--- src/rtl/cpp_pkg.sv ---
package cpp_pkg;

  typedef enum logic [2:0] {
    PP_BASIC = 3'd0,
    PP_ACCUM = 3'd1,
    PP_AVG   = 3'd2,
    PP_BURST = 3'd3,
    PP_LPF   = 3'd4
  } pp_mode_e;

  localparam logic [1:0] ADDR_MODE  = 2'd0;
  localparam logic [1:0] ADDR_SHIFT = 2'd1;
  localparam logic [1:0] ADDR_RPT   = 2'd2;
  localparam logic [1:0] ADDR_CLR   = 2'd3;

  // map a raw mode code onto the enum; unused codes fall back to basic
  function automatic pp_mode_e decode_mode(input logic [2:0] code);
    pp_mode_e m;
    case (code)
      3'd1:    m = PP_ACCUM;
      3'd2:    m = PP_AVG;
      3'd3:    m = PP_BURST;
      3'd4:    m = PP_LPF;
      default: m = PP_BASIC;
    endcase
    return m;
  endfunction

endpackage

--- src/rtl/cpp_cfg.sv ---
module cpp_cfg
  import cpp_pkg::*;
#(
  parameter int CW        = 8,
  parameter int SHW       = 3,
  parameter int MAX_SHIFT = 6
) (
  input  logic           clk,
  input  logic           rst_n,
  input  logic           we,
  input  logic [1:0]     addr,
  input  logic [CW-1:0]  wdata,
  output pp_mode_e       mode,
  output logic [SHW-1:0] shift_eff,
  output logic [CW-1:0]  rpt_eff,
  output logic           clr
);

  localparam logic [SHW-1:0] SH_CAP = SHW'(MAX_SHIFT);

  logic [2:0]     mode_q;
  logic [SHW-1:0] shift_q;
  logic [CW-1:0]  rpt_q;

  always_ff @(posedge clk or negedge rst_n) begin
    if (!rst_n) begin
      mode_q  <= '0;
      shift_q <= '0;
      rpt_q   <= '0;
    end else if (we) begin
      case (addr)
        ADDR_MODE:  mode_q  <= wdata[2:0];
        ADDR_SHIFT: shift_q <= wdata[SHW-1:0];
        ADDR_RPT:   rpt_q   <= wdata;
        default:    ;
      endcase
    end
  end

  always_comb begin
    mode      = decode_mode(mode_q);
    shift_eff = (shift_q > SH_CAP) ? SH_CAP : shift_q;
    rpt_eff   = (rpt_q == '0) ? CW'(1) : rpt_q;
    clr       = we && (addr == ADDR_CLR) && wdata[0];
  end

endmodule

--- src/rtl/cpp_seq.sv ---
module cpp_seq
  import cpp_pkg::*;
(
  input  logic     clk,
  input  logic     rst_n,
  input  logic     trig,
  input  pp_mode_e mode,
  input  logic     accept,
  input  logic     win_done,
  output logic     conv_req,
  output logic     restart
);

  logic trig_q;
  logic req_q;
  logic rise;
  logic req_end;

  always_comb begin
    rise     = trig && !trig_q;
    restart  = rise && !req_q && (mode == PP_BURST);
    // a burst request lives until its window closes, others for one sample
    req_end  = (mode == PP_BURST) ? win_done : accept;
    conv_req = req_q;
  end

  always_ff @(posedge clk or negedge rst_n) begin
    if (!rst_n) begin
      trig_q <= 1'b0;
      req_q  <= 1'b0;
    end else begin
      trig_q <= trig;
      if (req_q) begin
        if (req_end) req_q <= 1'b0;
      end else if (rise) begin
        req_q <= 1'b1;
      end
    end
  end

endmodule

--- src/rtl/cpp_datapath.sv ---
module cpp_datapath
  import cpp_pkg::*;
#(
  parameter int DW  = 10,
  parameter int AW  = 16,
  parameter int CW  = 8,
  parameter int SHW = 3
) (
  input  logic           clk,
  input  logic           rst_n,
  input  pp_mode_e       mode,
  input  logic [SHW-1:0] shift,
  input  logic [CW-1:0]  rpt,
  input  logic           clr,
  input  logic           restart,
  input  logic           accept,
  input  logic [DW-1:0]  sample,
  output logic [AW-1:0]  acc,
  output logic [CW-1:0]  cnt,
  output logic [AW-1:0]  result,
  output logic           done,
  output logic           win_done
);

  localparam logic [AW-1:0] ACC_MAX = {AW{1'b1}};
  localparam logic [CW-1:0] CNT_MAX = {CW{1'b1}};

  logic [AW-1:0] acc_n, res_n, base_a, x_ext, lp_keep;
  logic [CW-1:0] cnt_n, base_c;
  logic [AW:0]   sum;
  logic          done_n, win_full;

  always_comb begin
    x_ext    = {{(AW-DW){1'b0}}, sample};
    win_full = (cnt >= rpt);
    acc_n    = acc;
    cnt_n    = cnt;
    res_n    = result;
    done_n   = 1'b0;
    win_done = 1'b0;
    base_a   = acc;
    base_c   = cnt;
    lp_keep  = acc - (acc >> shift);
    sum      = '0;
    if (clr) begin
      acc_n = '0;
      cnt_n = '0;
    end else if (accept) begin
      case (mode)
        PP_ACCUM: begin
          sum    = {1'b0, acc} + {1'b0, x_ext};
          acc_n  = sum[AW] ? ACC_MAX : sum[AW-1:0];
          cnt_n  = (cnt == CNT_MAX) ? CNT_MAX : cnt + 1'b1;
          res_n  = acc_n >> shift;
          done_n = 1'b1;
        end
        PP_AVG, PP_BURST: begin
          if (restart || win_full) begin
            base_a = '0;
            base_c = '0;
          end
          sum   = {1'b0, base_a} + {1'b0, x_ext};
          acc_n = sum[AW] ? ACC_MAX : sum[AW-1:0];
          cnt_n = base_c + 1'b1;
          if (cnt_n == rpt) begin
            res_n    = acc_n >> shift;
            done_n   = 1'b1;
            win_done = 1'b1;
          end
        end
        PP_LPF: begin
          sum    = {1'b0, lp_keep} + {1'b0, x_ext};
          acc_n  = sum[AW] ? ACC_MAX : sum[AW-1:0];
          cnt_n  = (cnt == CNT_MAX) ? CNT_MAX : cnt + 1'b1;
          res_n  = acc_n >> shift;
          done_n = 1'b1;
        end
        default: begin
          acc_n  = x_ext;
          res_n  = x_ext;
          done_n = 1'b1;
        end
      endcase
    end else if (restart) begin
      acc_n = '0;
      cnt_n = '0;
    end
  end

  always_ff @(posedge clk or negedge rst_n) begin
    if (!rst_n) begin
      acc    <= '0;
      cnt    <= '0;
      result <= '0;
      done   <= 1'b0;
    end else begin
      acc    <= acc_n;
      cnt    <= cnt_n;
      result <= res_n;
      done   <= done_n;
    end
  end

endmodule

--- src/rtl/conv_postproc.sv ---
module conv_postproc
  import cpp_pkg::*;
#(
  parameter int DW        = 10,
  parameter int AW        = 16,
  parameter int CW        = 8,
  parameter int SHW       = 3,
  parameter int MAX_SHIFT = 6
) (
  input  logic          clk,
  input  logic          rst_n,
  input  logic          cfg_we,
  input  logic [1:0]    cfg_addr,
  input  logic [CW-1:0] cfg_wdata,
  input  logic          trig,
  output logic          conv_req,
  input  logic          s_valid,
  output logic          s_ready,
  input  logic [DW-1:0] s_data,
  output logic [AW-1:0] result,
  output logic          done,
  output logic [AW-1:0] acc_out,
  output logic [CW-1:0] count
);

  pp_mode_e       mode;
  logic [SHW-1:0] shift_eff;
  logic [CW-1:0]  rpt_eff;
  logic           clr, restart, accept, win_done;

  // configuration writes take the cycle; the stream waits
  assign s_ready = !cfg_we;
  assign accept  = s_valid && s_ready;

  cpp_cfg #(.CW(CW), .SHW(SHW), .MAX_SHIFT(MAX_SHIFT)) u_cfg (
    .clk(clk), .rst_n(rst_n), .we(cfg_we), .addr(cfg_addr), .wdata(cfg_wdata),
    .mode(mode), .shift_eff(shift_eff), .rpt_eff(rpt_eff), .clr(clr)
  );

  cpp_seq u_seq (
    .clk(clk), .rst_n(rst_n), .trig(trig), .mode(mode), .accept(accept),
    .win_done(win_done), .conv_req(conv_req), .restart(restart)
  );

  cpp_datapath #(.DW(DW), .AW(AW), .CW(CW), .SHW(SHW)) u_dp (
    .clk(clk), .rst_n(rst_n), .mode(mode), .shift(shift_eff), .rpt(rpt_eff),
    .clr(clr), .restart(restart), .accept(accept), .sample(s_data),
    .acc(acc_out), .cnt(count), .result(result), .done(done), .win_done(win_done)
  );

endmodule

--- config.mk ---
export PLATFORM = sky130hd
export DESIGN_NAME = conv_postproc
export DESIGN_NICKNAME = d
export VERILOG_FILES = /design/src/rtl/cpp_pkg.sv /design/src/rtl/cpp_cfg.sv /design/src/rtl/cpp_seq.sv /design/src/rtl/cpp_datapath.sv /design/src/rtl/conv_postproc.sv
export SDC_FILE = /design/constraint.sdc
export NUM_CORES = 1
export LEC_CHECK = 0
export ABC_AREA = 1
export BUFFER_PORTS_ARGS = -buffer_cell sky130_fd_sc_hd__buf_2
export CORE_MARGIN = 3
export CORE_UTILIZATION = 55
export DETAILED_ROUTE_END_ITERATION = 8
export PLACE_DENSITY = 0.81
export SLEW_MARGIN = 20
export SYNTH_ARGS = -nofsm -noshare
export SYNTH_HDL_FRONTEND = slang
export SYNTH_SLANG_ARGS = --single-unit
--- constraint.sdc ---
create_clock -name clk -period 4.8 [get_ports clk]
set_input_delay 0.24 -clock clk [delete_from_list [all_inputs] [get_ports clk]]
set_output_delay 0.24 -clock clk [all_outputs]
set_load 0.05 [all_outputs]
==> metrics.md <==
| Metric | Value |
|---|---|
| GRT Overall Usage | 35.4% |
| Filler cell count | 1,276 |
| Overflow after GRT | 0 |
| WL final | 26,100 um |
| Required @ worst endpoint | 5.08 ns |
| Min-Delay Startpoint | trig |
| Initial antenna violation count | 0 |
| Depth of the most critical reg-to-reg path | 31 |
| Worst rel slew slack | 48.0% |
| Fraction of registers with async set/reset | 100% |
| I/O pins | 68 |
| Top FF cell, synth | dfrtp_1 |
| DRT Pass-1 Iters | 5 |
| WL met3 | 2420 um |
| Clock sink count | 57 |
| Post-synth cell types | 48 |
| Vias in the first global route | 7,941 |
| Routed wl met2 | 11,800 um |
| Placement Setup Slack | 0.0583 ns |
| CTS clk-pin slew, worst paths | 0.06 ns |
| Cell Area, Placed | 7960 um2 |
| Post-synth EDFFs | 0 |
| Critical path startpoint category | register |
| Vias per Instance | 5.89 |
| Worst min-delay path class | in2reg |
| Status | complete, no violations |
| Net count after synthesis | 1,310 |
| Synthesized flop and latch total | 57 |
| Die width | 122 um |
| Max-Cap Viols | 0 |
| DRT iter0 DRCs | 909 |
| Final antenna diode count | 0 |
| Max Fclk | 0.220 GHz |
| Pins over their slew limit | 0 |
| DP Wirelength | 20,100 um |
| Critical Path AT | 4.82 ns |
| Uppermost layer routed | met4 |
| H-tree depth | 3 |
| WL/cell | 17.6 um |
| Worst Hold Endpoint | u_seq.trig_q$_DFF_PN0_ |
| Num CTS Buffers | 9 |
| Root buf cell | clkbuf_16 |
| Worst Skew | 0.00760 ns |
| Worst reg2reg setup slack | 0.26 ns |
| Synth Warn # | 0 |
| Cell Rows | 41 |
| Post-route ant nets | 0 |
| Worst Hold Depth | 1 |
| GPL Wtd Cong | 1.15 |
| Sequential element share of the synthesized area | 19.4% |
| # DRC | 0 |
| Final Cell Area | 8410 um2 |
| Crit path launch | u_dp.acc[7]$_DFFE_PN0P_ |
| Cell area after synthesis | 7360 um2 |
| Bufs and invs on worst path | 4 |
| Largest net degree at the start of global routing | 58 |
| Via count | 8,723 |
| Worst setup margin | 0.257 ns |
| RR Endpoint | u_dp.result[1]$_DFFE_PN0P_ |
| CTS max path bufs | 2 |
| Tcrit/Tclk final | 94.6% |
| Mapped Avg Cell Area | 6.01 um2 |
| Worst-Margin Slew | 0.780 ns |
| Wl on met1 | 10,900 um |
| Core area | 12,900 um2 |
| Share of cells above drive strength 1 | 14.1% |
| Die area | 14,800 um2 |
| Crit. End Element | register |
| Initial Util | 57.2% |
| Clock latency on the worst-skew pair | 0.34 ns |
| Final setup fails | 0 |
| Commonest non-fill, non-tap cell in the layout | nand2_1 |
| Most frequent cells in the layout | 381 x nand2_1, 143 x inv_1, 135 x nand3_1 |
| Global-route wire length before repair | 41,500 um |
| Syn Inst Count | 1,224 |
| CTS tree | yes |
| Crit Path Max Fanout | 15 |
| Final worst path period need | 4.54 ns |
| Crit-path max cell delay | 0.52 ns |
| Critical path class | reg2reg |
| Area grow syn2layout | 14.3% |
| Slowest-stage cell, CP | dfrtp_1 |
| Most frequent cell on the critical path | nand2_1 |
| # port buffers | 67 |
| Die height | 122 um |
| Fin. Hold Viols | 0 |
| Nets | 1,391 |
| Reg-to-reg startpoint | u_dp.acc[7]$_DFFE_PN0P_ |
| CP delay by family, top | simple AND/OR/NAND/NOR gates |
[Yosys cell counts, types with 3 or more instances]
library cell	instances	area [um2]
clkbuf_1	20	75.1
and2_1	5	31.3
nand2_1	386	1450
o21ai_1	5	25.0
nand3_1	136	681
or2_2	4	25.0
fa_1	4	80.1
inv_1	145	544
nand3_2	3	30.0
nor2_4	3	33.8
o211ai_1	5	37.5
nand4_1	30	188
inv_2	5	18.8
a31oi_1	4	25.0
dfrtp_1	57	1430
nor2_1	96	360
o22ai_1	18	113
xor2_1	19	166
ha_1	57	713
xnor2_1	13	114
buf_2	5	25.0
nand2_4	4	45.0
nor3_1	8	40.0
a21o_1	3	22.5
a21oi_1	57	285
nand3b_1	4	30.0
nor2_2	12	75.1
o21a_1	3	22.5
o21ai_0	72	360
mux2i_1	4	40.0
nand2_2	12	75.1
[layer usage]
layer / GRT usage [%] / vias to the layer above
met4: 12.0 / 0
met2: 57.0 / 434
li1: - / 4196
met1: 47.3 / 4003
met5: 0 / -
met3: 7.57 / 90
[through the flow]
step / hold slack, ns / util (%) / TNS (ns) / std cells
floorplan: -0.0556 / - / 0 / 1224
CTS: 0.0286 / 63.9 / 0 / 1474
global placement: 0.362 / 61.8 / 0 / 1458
detailed placement: 0.371 / 61.8 / 0 / 1458
finish: 0.0259 / 65.3 / 0 / 1482
global route: 0.0299 / 65.3 / -0.175 / 1482
[worst max path at each step]
stage               cells past startpoint  slack, ns                    endpoint
finish                                 31       0.26  u_dp.result[1]$_DFFE_PN0P_
CTS                                    33       0.04  u_dp.result[7]$_DFFE_PN0P_
floorplan                              34       0.49  u_dp.result[9]$_DFFE_PN0P_
global route                           31      -0.04  u_dp.result[9]$_DFFE_PN0P_
global placement                       30       0.05  u_dp.result[7]$_DFFE_PN0P_
detailed placement                     33       0.06  u_dp.result[7]$_DFFE_PN0P_
[cell type report]
type,count,area [um2],area share [%]
multi-input combinational,985,5330,63.3
sequential,57,1430,17.0
timing repair buffer,98,592,7.04
inverter,153,581,6.90
clock buffer,10,229,2.72
tap,172,215,2.56
clock inverter,6,35.0,0.416
timing repair inverter,1,5.00,0.0595
[state kept, by name, indices dropped and copies added, names as in the netlist]
| signal | flops |
|---|---|
| u_seq.conv_req | 1 |
| u_dp.done | 1 |
| u_dp.cnt | 8 |
| u_cfg.shift_q | 3 |
| u_cfg.rpt_q | 8 |
| u_seq.trig_q | 1 |
| u_cfg.mode_q | 3 |
| u_dp.result | 16 |
| u_dp.acc | 16 |
[worst register-to-register path, delay by kind of cell, from the launching register on]
family                   cells  cell delay, ns
AND/OR/NAND/NOR             21            2.09
adder cells (fa/ha/maj)      2            0.66
AO/OA/AOI/OAI                3            0.65
flip-flops                   1            0.52
buffers and inverters        4            0.40
XOR/XNOR                     1            0.17
[cells by family (layout without fill, tap and decap cells)]
logic type               after synthesis  count (layout)  share of synthesized area (%)
flip-flops                            57              57                           19.4
adder cells (fa/ha/maj)               61              61                           10.8
AND/OR/NAND/NOR                      707             708                           42.0
XOR/XNOR                              32              32                           3.81
multiplexers                           4               4                          0.544
AO/OA/AOI/OAI                        180             180                           13.6
buffers and inverters                183             268                           9.81
[timing repair]
action / in CTS / in global routing
resized for setup: 0 / 53
hold buffers: 0 / 0
setup buffers: 0 / 6
endpoints found under the setup margin: 0 / 31
Power is not shown: default switching activity piles up to over one toggle a cycle in this logic, so the estimate is an artifact.
